$ cat src/rtl/uart_frame_tx_pkg.sv
package uart_frame_tx_pkg;
  typedef enum logic [1:0] {FK_IDLE, FK_BRK, FK_DATA} frame_kind_e;
  typedef enum logic [1:0] {SH_IDLE, SH_BODY, SH_STOP} sh_state_e;

  // stop length in half-bit units
  function automatic logic [2:0] stop_halves(input logic [1:0] code);
    case (code)
      2'b00:   return 3'd2;
      2'b01:   return 3'd1;
      2'b10:   return 3'd4;
      default: return 3'd3;
    endcase
  endfunction
endpackage

$ cat src/rtl/uart_frame_tx_hold.sv
module uart_frame_tx_hold #(
  parameter int DW = 8
) (
  input  logic          clk_i,
  input  logic          rst_ni,
  input  logic [DW-1:0] data_i,
  input  logic          valid_i,
  output logic          ready_o,
  input  logic          pop_i,
  output logic          full_o,
  output logic [DW-1:0] data_o
);
  logic          full_q;
  logic [DW-1:0] data_q;

  // a pop frees the slot in the same cycle
  assign ready_o = !full_q || pop_i;
  assign full_o  = full_q;
  assign data_o  = data_q;

  always_ff @(posedge clk_i or negedge rst_ni) begin
    if (!rst_ni) begin
      full_q <= 1'b0;
      data_q <= '0;
    end else if (valid_i && ready_o) begin
      full_q <= 1'b1;
      data_q <= data_i;
    end else if (pop_i) begin
      full_q <= 1'b0;
    end
  end
endmodule

$ cat src/rtl/uart_frame_tx_sched.sv
module uart_frame_tx_sched
  import uart_frame_tx_pkg::*;
(
  input  logic        clk_i,
  input  logic        rst_ni,
  input  logic        tx_en_i,
  input  logic        brk_set_i,
  input  logic        can_start_i,
  input  logic        buf_full_i,
  input  logic        done_i,
  input  frame_kind_e done_kind_i,
  output logic        start_o,
  output frame_kind_e kind_o,
  output logic        pop_o,
  output logic        brk_pend_o
);
  logic en_q, idle_pend_q, brk_pend_q, go;

  // enable must be seen for a cycle so the idle frame wins over a full buffer
  assign go         = tx_en_i && en_q;
  assign kind_o     = idle_pend_q ? FK_IDLE : (brk_pend_q ? FK_BRK : FK_DATA);
  assign start_o    = go && can_start_i && (idle_pend_q || brk_pend_q || buf_full_i);
  assign pop_o      = start_o && (kind_o == FK_DATA);
  assign brk_pend_o = brk_pend_q;

  always_ff @(posedge clk_i or negedge rst_ni) begin
    if (!rst_ni) begin
      en_q        <= 1'b0;
      idle_pend_q <= 1'b0;
      brk_pend_q  <= 1'b0;
    end else begin
      en_q <= tx_en_i;
      if (!tx_en_i)                           idle_pend_q <= 1'b0;
      else if (!en_q)                         idle_pend_q <= 1'b1;
      else if (start_o && kind_o == FK_IDLE)  idle_pend_q <= 1'b0;
      if (brk_set_i)                          brk_pend_q <= 1'b1;
      else if (done_i && done_kind_i == FK_BRK) brk_pend_q <= 1'b0;
    end
  end
endmodule

$ cat src/rtl/uart_frame_tx_shift.sv
module uart_frame_tx_shift
  import uart_frame_tx_pkg::*;
#(
  parameter int DW = 8
) (
  input  logic          clk_i,
  input  logic          rst_ni,
  input  logic          half_tick_i,
  input  logic          start_i,
  input  frame_kind_e   kind_i,
  input  logic [DW-1:0] data_i,
  input  logic [1:0]    stop_sel_i,
  output logic          busy_o,
  output logic          tx_o,
  output logic          done_o,
  output frame_kind_e   kind_o
);
  localparam int BODY_BITS = DW + 1;
  localparam int CW = $clog2(BODY_BITS);
  localparam logic [CW-1:0] LAST_BIT = CW'(BODY_BITS - 1);

  sh_state_e            st_q;
  logic [BODY_BITS-1:0] shreg_q;
  logic [CW-1:0]        bit_q;
  logic                 phase_q;
  logic [2:0]           stop_left_q;
  frame_kind_e          kind_q;

  assign busy_o = (st_q != SH_IDLE);
  assign tx_o   = (st_q == SH_BODY) ? shreg_q[0] : 1'b1;
  assign done_o = (st_q == SH_STOP) && half_tick_i && (stop_left_q == 3'd0);
  assign kind_o = kind_q;

  always_ff @(posedge clk_i or negedge rst_ni) begin
    if (!rst_ni) begin
      st_q        <= SH_IDLE;
      shreg_q     <= '1;
      bit_q       <= '0;
      phase_q     <= 1'b0;
      stop_left_q <= '0;
      kind_q      <= FK_IDLE;
    end else begin
      case (st_q)
        SH_IDLE: if (start_i) begin
          st_q        <= SH_BODY;
          kind_q      <= kind_i;
          bit_q       <= '0;
          phase_q     <= 1'b0;
          stop_left_q <= stop_halves(stop_sel_i) - 3'd1;
          case (kind_i)
            FK_DATA: shreg_q <= {data_i, 1'b0};
            FK_IDLE: shreg_q <= '1;
            default: shreg_q <= '0;
          endcase
        end
        SH_BODY: if (half_tick_i) begin
          phase_q <= !phase_q;
          if (phase_q) begin
            shreg_q <= {1'b1, shreg_q[BODY_BITS-1:1]};
            if (bit_q == LAST_BIT) st_q <= SH_STOP;
            else                   bit_q <= bit_q + 1'b1;
          end
        end
        SH_STOP: if (half_tick_i) begin
          if (stop_left_q == 3'd0) st_q <= SH_IDLE;
          else                     stop_left_q <= stop_left_q - 3'd1;
        end
        default: st_q <= SH_IDLE;
      endcase
    end
  end
endmodule

$ cat src/rtl/uart_frame_tx.sv
module uart_frame_tx
  import uart_frame_tx_pkg::*;
#(
  parameter int DW = 8
) (
  input  logic          clk_i,
  input  logic          rst_ni,
  input  logic          half_tick_i,
  input  logic          tx_en_i,
  input  logic [1:0]    stop_sel_i,
  input  logic          brk_set_i,
  output logic          brk_pend_o,
  input  logic [DW-1:0] data_i,
  input  logic          valid_i,
  output logic          ready_o,
  output logic          tx_o,
  output logic          busy_o
);
  logic          pop, full, start, done;
  logic [DW-1:0] buf_data;
  frame_kind_e   kind, done_kind;

  uart_frame_tx_hold #(.DW(DW)) u_hold (
    .clk_i, .rst_ni, .data_i, .valid_i, .ready_o,
    .pop_i(pop), .full_o(full), .data_o(buf_data)
  );

  uart_frame_tx_sched u_sched (
    .clk_i, .rst_ni, .tx_en_i, .brk_set_i,
    .can_start_i(!busy_o), .buf_full_i(full),
    .done_i(done), .done_kind_i(done_kind),
    .start_o(start), .kind_o(kind), .pop_o(pop), .brk_pend_o
  );

  uart_frame_tx_shift #(.DW(DW)) u_shift (
    .clk_i, .rst_ni, .half_tick_i,
    .start_i(start), .kind_i(kind), .data_i(buf_data), .stop_sel_i,
    .busy_o, .tx_o, .done_o(done), .kind_o(done_kind)
  );
endmodule

$ cat config.mk
export PLATFORM = sky130hd
export DESIGN_NAME = uart_frame_tx
export DESIGN_NICKNAME = d
export VERILOG_FILES = /design/src/rtl/uart_frame_tx_pkg.sv /design/src/rtl/uart_frame_tx_hold.sv /design/src/rtl/uart_frame_tx_sched.sv /design/src/rtl/uart_frame_tx_shift.sv /design/src/rtl/uart_frame_tx.sv
export SDC_FILE = /design/constraint.sdc
export NUM_CORES = 1
export LEC_CHECK = 0
export BUFFER_PORTS_ARGS = -buffer_cell sky130_fd_sc_hd__buf_2
export CORE_MARGIN = 3
export CORE_UTILIZATION = 55
export DETAILED_ROUTE_END_ITERATION = 10
export HOLD_SLACK_MARGIN = 0.05
export PLACE_DENSITY = 0.8
export SLEW_MARGIN = 10
export SYNTH_ARGS = -nofsm -noshare
export SYNTH_HDL_FRONTEND = slang
export SYNTH_HIERARCHICAL = 1
export SYNTH_SLANG_ARGS = --single-unit
$ cat constraint.sdc
create_clock -name clk_i -period 2.4 [get_ports clk_i]
set_input_delay 0.12 -clock clk_i [delete_from_list [all_inputs] [get_ports clk_i]]
set_output_delay 0.12 -clock clk_i [all_outputs]
set_load 0.005 [all_outputs]
==> impl_metrics.ini, run 1 <==
[run_status]
status = complete, no violations

[global_route]
grt_max_degree = 34
globalRouteOverflowTotal = 0
track_usage = 0.187
grt_pass1_wl_um = 5990
antenna_found_initial = 0
grt_pass1_vias = 1308

[placement]
dp.cells = 230
hpwl_um = 2410
gp_congestion = 0.765
io_buffers = 19

[clock_tree]
cts-htree-levels = 2
cts_inserted_buffers = 5
clk_pin_slew_ps = 90
clk_path_buf_depth = 2
post_cts_resized = 0
tritoncts = done
worstSkewPairLatency_ps = 320
post_cts_buffers = 0
cts_root_buf = clkbuf_4
cts.sink_count = 33

[worst_setup_path]
worstSetupPathType = reg2reg
critPathArrivalTime_ps = 2360
r2r.worst_path.cells = 9
crit_path_end_kind = flip-flop
crit_required_ps = 2660
r2r_slack_ps = 300
reg2reg_from = u_shift/st_q[0]
critPathMaxFanout = 12
startpoint_type = flip-flop
r2r-end = u_shift/shreg_q[2]

[finish]
fillers = 243
final_cell_mix = 24 x dfrtp_1, 19 x buf_2, 17 x nor2_1, 13 x o21ai_0, 11 x dlygate4sd3_1
finalNonFillerCells = 249
drive_gt1_frac = 0.332
final_common_cell = dfrtp_1
diodes = 0
fin_nets = 226
area_growth_pct = 15.2

[sta]
slew_headroom = 0.518
finalHoldViolCount = 0
rsz0062_at_grt = no
fmax_mhz = 476
worst_slew_pin_slew_ps = 724
slew_violations = 0
period_needed_ps = 2100
setup_violations = 0
timing.final.crit_share = 0.876
clock_skew_ps = 4.28
tns_ps = 0

[pwr]
power.density_nw_per_um2 = 891
leakagePower_nw = 0.967
peakVddDrop_v = 0.000495

[detailed_routing]
drt-total-wl_um = 3360
drc = 0
ant_nets = 0
routed-via-count = 1304
drt_iter0_drc = 73
wl_per_cell_um = 13.5
dr.pass1.iters = 4
viasPerCell = 5.24

[floorplan]
dieArea_um2 = 4140
coreArea_um2 = 3150
die_x_um = 64.4
num_rows = 20
io_pins = 20
die_y_um = 64.4
initial_core_util = 0.594

[yosys]
yosysUniqueCellTypes = 46
syn_nets = 193
syn_avg_cell_area_um2 = 11.0
synth_edf_count = 0
synth_ff_type = dfrtp_1
syn_area_um2 = 1870
synth_cells = 171
async_reset_ff_frac = 1.00
yosys_warnings = 6
synth_seq_cells = 33
yosysSeqAreaShare = 0.447

[hold_path]
hold_end = u_hold/full_o
hold_depth = 2
min_path_type = in2reg
hold_path.startpoint = valid_i

[run]
cap_violations = 0
-- critical path, stage by stage, from the launching register on --
cell	delay (ps)
dfrtp_1	400
or2_1	270
inv_1	90
nand3_2	90
nor2_1	320
nand2b_4	90
a21oi_4	350
buf_4	260
nor2_1	60
a21oi_2	110
-- synthesized netlist by cell type (3+ instances only) --
library cell  count  area [um2]
a21oi_1           6        30.0
a21oi_2           9        78.8
buf_6             4        45.0
dfrtp_1          24         601
dfstp_2           9         236
ha_1              6        75.1
inv_1             8        30.0
mux2_1            3        33.8
mux2_4            8         120
mux2i_1           3        30.0
nand2_1           3        11.3
nand2b_1          3        18.8
nand2b_4          3        41.3
nor2_1           17        63.8
nor2b_1           9        56.3
nor3_1            4        20.0
o21ai_0          13        65.1
o21ai_1           4        20.0
-- final cells by class --
| type | instances | area (um2) | share of cell area |
|---|---|---|---|
| multi-input combinational | 123 | 950 | 0.440 |
| sequential | 33 | 837 | 0.388 |
| timing repair buffer | 33 | 228 | 0.106 |
| clock buffer | 8 | 58.8 | 0.0272 |
| tap | 44 | 55.1 | 0.0255 |
| inverter | 8 | 30.0 | 0.0139 |
-- state kept, by name, indices dropped and copies added (netlist names) --
register / count
u_hold/data_o: 8
u_hold/full_o: 1
u_shift/stop_left_q: 3
u_sched/idle_pend_q: 1
u_shift/shreg_q: 9
u_shift/kind_o: 2
u_shift/bit_q: 4
u_sched/brk_pend_o: 1
u_sched/en_q: 1
u_shift/st_q: 2
u_shift/phase_q: 1
-- logic make-up after synthesis --
logic type / synth area share
AO/OA/AOI/OAI: 0.167
adder cells (fa/ha/maj): 0.0401
buffers and inverters: 0.0467
flip-flops: 0.447
multiplexers: 0.104
AND/OR/NAND/NOR: 0.196
-- worst max-delay path by stage --
stage | startpoint | to | slack, ps | cells past startpoint
finish | u_shift/st_q[0] | u_shift/shreg_q[2] | 300 | 9
floorplan | u_shift/st_q[0] | u_shift/stop_left_q[1] | 410 | 8
CTS | u_shift/st_q[0] | u_shift/shreg_q[2] | 290 | 9
global route | u_shift/st_q[0] | u_shift/shreg_q[2] | 120 | 9
detailed placement | u_shift/st_q[0] | u_shift/shreg_q[2] | 330 | 9
global placement | u_shift/st_q[0] | u_shift/shreg_q[2] | 430 | 9
-- report_power, final --
group	internal [mW]	switching (mW)	total, mW
logic	0.321	0.386	0.707
registers	0.775	0.128	0.903
clock network	0.145	0.169	0.313
-- repair_timing --
item,CTS,global route
setup endpoints to repair,0,0
hold endpoints to repair,34,0
hold buffers,11,0
-- metal layers --
metal	global-route usage	routed length [um]	vias up
met5	0	0	-
met4	0.0475	13	0
met3	0.0492	170	2
met2	0.322	1710	29
met1	0.231	1460	615
li1	-	-	658
-- stage by stage --
step           hold WS (ps)  power [mW]  instance area, um2  worst slack (ps)  utilization
3_5_place_dp            216        1.61                1990               327        0.631
2_1_floorplan          -176        1.46                1870               406            -
3_3_place_gp            199        1.56                1990               429        0.631
5_1_grt                56.9        2.08                2160               118        0.685
6_report               68.0        1.92                2160               299        0.685
4_1_cts                51.2        1.94                2160               290        0.685
Power figures use the tool's default switching activity.
==> run 2: changes to the inputs <==
ABC_AREA = 1   (was not set)
CAP_MARGIN = 5   (was not set)
==> run 2 against run 1 <==
Via count rose by 16%. Critical path depth rose by 1. Global-route usage rose by 0.21 points. Die area fell by 1.6%. Sequential cell count did not move. Final area fell by 2.9%. Non-clock buffer count fell by 3. Hold slack improved by 41 ps. First-iteration DRC count rose by 16%. Largest cell class is now registers.
==> impl_metrics.ini, run 2 <==
[run_status]
status = complete, no violations

[yosys]
syn_avg_cell_area_um2 = 7.83
yosysUniqueCellTypes = 23
yosys.area.top_type = dfrtp_1
synth_edf_count = 0
synth_common_cells = 83 x nand2_1, 28 x inv_1, 24 x dfrtp_1, 18 x nand3_1, 18 x nor2_1
synth_ff_type = dfrtp_1
synth_cells = 235
yosysSeqAreaShare = 0.455
synth_seq_cells = 33
syn_nets = 257
yosys_warnings = 6
synth_most_common_cell = nand2_1
yosys.area.top_type_share = 0.326
syn_area_um2 = 1840
async_reset_ff_frac = 1.00
synth.area.top_cells = dfrtp_1 33%, nand2_1 17%, dfstp_2 13%, inv_1 5.7%, nand3_1 4.9%

[sta]
fmax_mhz = 508
timing.final.crit_share = 0.820
worst_slew_pin_slew_ps = 711
finalHoldViolCount = 0
clock_skew_ps = 3.07
slew_violations = 0
rsz0062_at_grt = no
setup_violations = 0
period_needed_ps = 1970
slew_headroom = 0.526
fin_ws_ps = 433
tns_ps = 0
hold_ws_ps = 109

[finish]
fillers = 270
final_core_util = 0.670
area.sequential_um2 = 837
area_growth_pct = 13.9
drive_gt1_frac = 0.205
fin_nets = 289
largest_register_ffs = 9
final_cell_mix = 83 x nand2_1, 28 x inv_1, 24 x dfrtp_1, 19 x buf_2
multi_input_area_um2 = 828
diodes = 0
final_common_cell = nand2_1
regMostFlops = u_shift/shreg_q

[floorplan]
coreArea_um2 = 3130
io_pins = 20
die_y_um = 63.9
dieArea_um2 = 4080
initial_core_util = 0.588
die_x_um = 63.9
num_rows = 20

[detailed_routing]
viasPerCell = 4.83
ant_nets = 0
drt_iter0_drc = 85
top_layer = met4
dr.pass1.iters = 4
met3RoutedLength_um = 122
routed-via-count = 1508
drc = 0
wl_per_cell_um = 10.8
wl_met2_um = 1610
wl_met1_um = 1620
drt-total-wl_um = 3380

[clock_tree]
cts_root_buf = clkbuf_4
cts.sink_count = 33
worstSkewPairLatency_ps = 330
tritoncts = done
clk_path_buf_depth = 2
post_cts_buffers = 0
post_cts_resized = 0
clk_pin_slew_ps = 100
cts-htree-levels = 2
cts_inserted_buffers = 5

[worst_setup_path]
r2r-end = u_shift/shreg_q[8]
reg2reg_from = u_shift/st_q[0]
critPathMaxFanout = 11
path_cells = nor2_4 -> inv_1 -> inv_1 -> nand2_1 -> nor2_1 -> nand3_1 -> inv_1 -> inv_1 -> nand2_2 -> buf_2
startpoint_type = flip-flop
path_common_cell = inv_1
slowest_stage = dfrtp_1
critPathCapture = ready_o
crit_path_end_kind = primary output
path_buf_inv = 5
cp-startpoint = u_shift/st_q[0]
cp.depth = 10
r2r.worst_path.cells = 11
worstSetupPathType = reg2out
max_stage_delay_ps = 540
crit_required_ps = 2280
r2r_slack_ps = 490
cp_top_family = simple AND/OR/NAND/NOR gates
critPathArrivalTime_ps = 1850

[placement]
gp_congestion = 0.763
hpwl_um = 2350
dpl_worst_slack_ps = 510
io_buffers = 19

[hold_path]
min_path_type = in2reg

[run]
cap_violations = 0

[pwr]
power.density_nw_per_um2 = 979
leakagePower_nw = 1.10
peakVddDrop_v = 0.000588

[global_route]
track_usage = 0.189
grt_max_degree = 34
globalRouteOverflowTotal = 0
antenna_found_initial = 0
grt_pass1_wl_um = 6040
grt_pass1_vias = 1449
[run 2: cell types whose count changed after synthesis, moves of 4 or more]
| cell | change |
|---|---|
| nor3_1 | -4 |
| inv_1 | +20 |
| nand2_4 | +4 |
| nand2_1 | +80 |
| a21oi_2 | -9 |
| o22ai_1 | +4 |
| o21ai_1 | -4 |
| mux2_4 | -8 |
| nand3_1 | +17 |
| o21ai_2 | +5 |
| nor2b_1 | -9 |
[run 2: final cells by class]
class | count | area share
clock buffers | 6 | 0.0197
clock inverters | 2 | 0.00478
inverters | 31 | 0.0567
multi-input cells | 166 | 0.395
flip-flops and latches | 33 | 0.399
well taps | 44 | 0.0263
repair buffers | 30 | 0.0979
[run 2: kinds of logic after synthesis]
logic type | after synthesis | share of synthesized area
adders and majority gates | 6 | 0.0408
DFF | 33 | 0.455
buffers and inverters | 36 | 0.0952
AOI/OAI and AO/OA | 27 | 0.0863
and+or+nand+nor | 133 | 0.323
[run 2: timing repair]
item / 4_1_cts / 5_1_grt
endpoints found under the setup margin: 0 / 0
endpoints found under the hold margin: 35 / 0
hold buffers: 11 / 0
[run 2: worst register-to-register path: cells and delay by family, from the launching register on]
family,cells,cell delay [ps]
AND/OR/NAND/NOR,6,680
flip-flops,1,540
AO/OA/AOI/OAI,2,310
buffers and inverters,3,310
[run 2: per-stage QoR]
step                power (mW)  std cells  instance area, um2
finish                    2.05        312                2100
global route              2.25        312                2100
CTS                       2.07        312                2100
detailed placement        1.75        293                1930
global placement          1.72        293                1930
floorplan                 1.61        235                1840
[run 2: where the power goes]
part | total [mW] | leakage (nW) | switching (mW) | internal, mW
combinational | 0.809 | 0.675 | 0.513 | 0.295
sequential | 0.946 | 0.392 | 0.148 | 0.798
clock | 0.297 | 0.0320 | 0.186 | 0.111
total | 2.05 | 1.10 | 0.847 | 1.21
[run 2: per-layer routing]
layer / vias up / track usage
met2: 28 / 0.307
li1: 800 / -
met4: 0 / 0.0647
met1: 677 / 0.240
met5: - / 0
met3: 3 / 0.0527
[run 2: worst min path at each step]
| stage | startpoint | endpoint | slack (ps) | cells after the start |
|---|---|---|---|---|
| 2_1_floorplan | rst_ni | u_hold/data_o[0] | -180 | 0 |
| 3_3_place_gp | rst_ni | u_sched/idle_pend_q | 220 | 1 |
| 3_5_place_dp | rst_ni | u_sched/en_q | 210 | 1 |
| 4_1_cts | valid_i | u_hold/data_o[4] | 80 | 3 |
| 5_1_grt | valid_i | u_hold/data_o[6] | 110 | 3 |
| 6_report | valid_i | u_hold/data_o[7] | 110 | 3 |
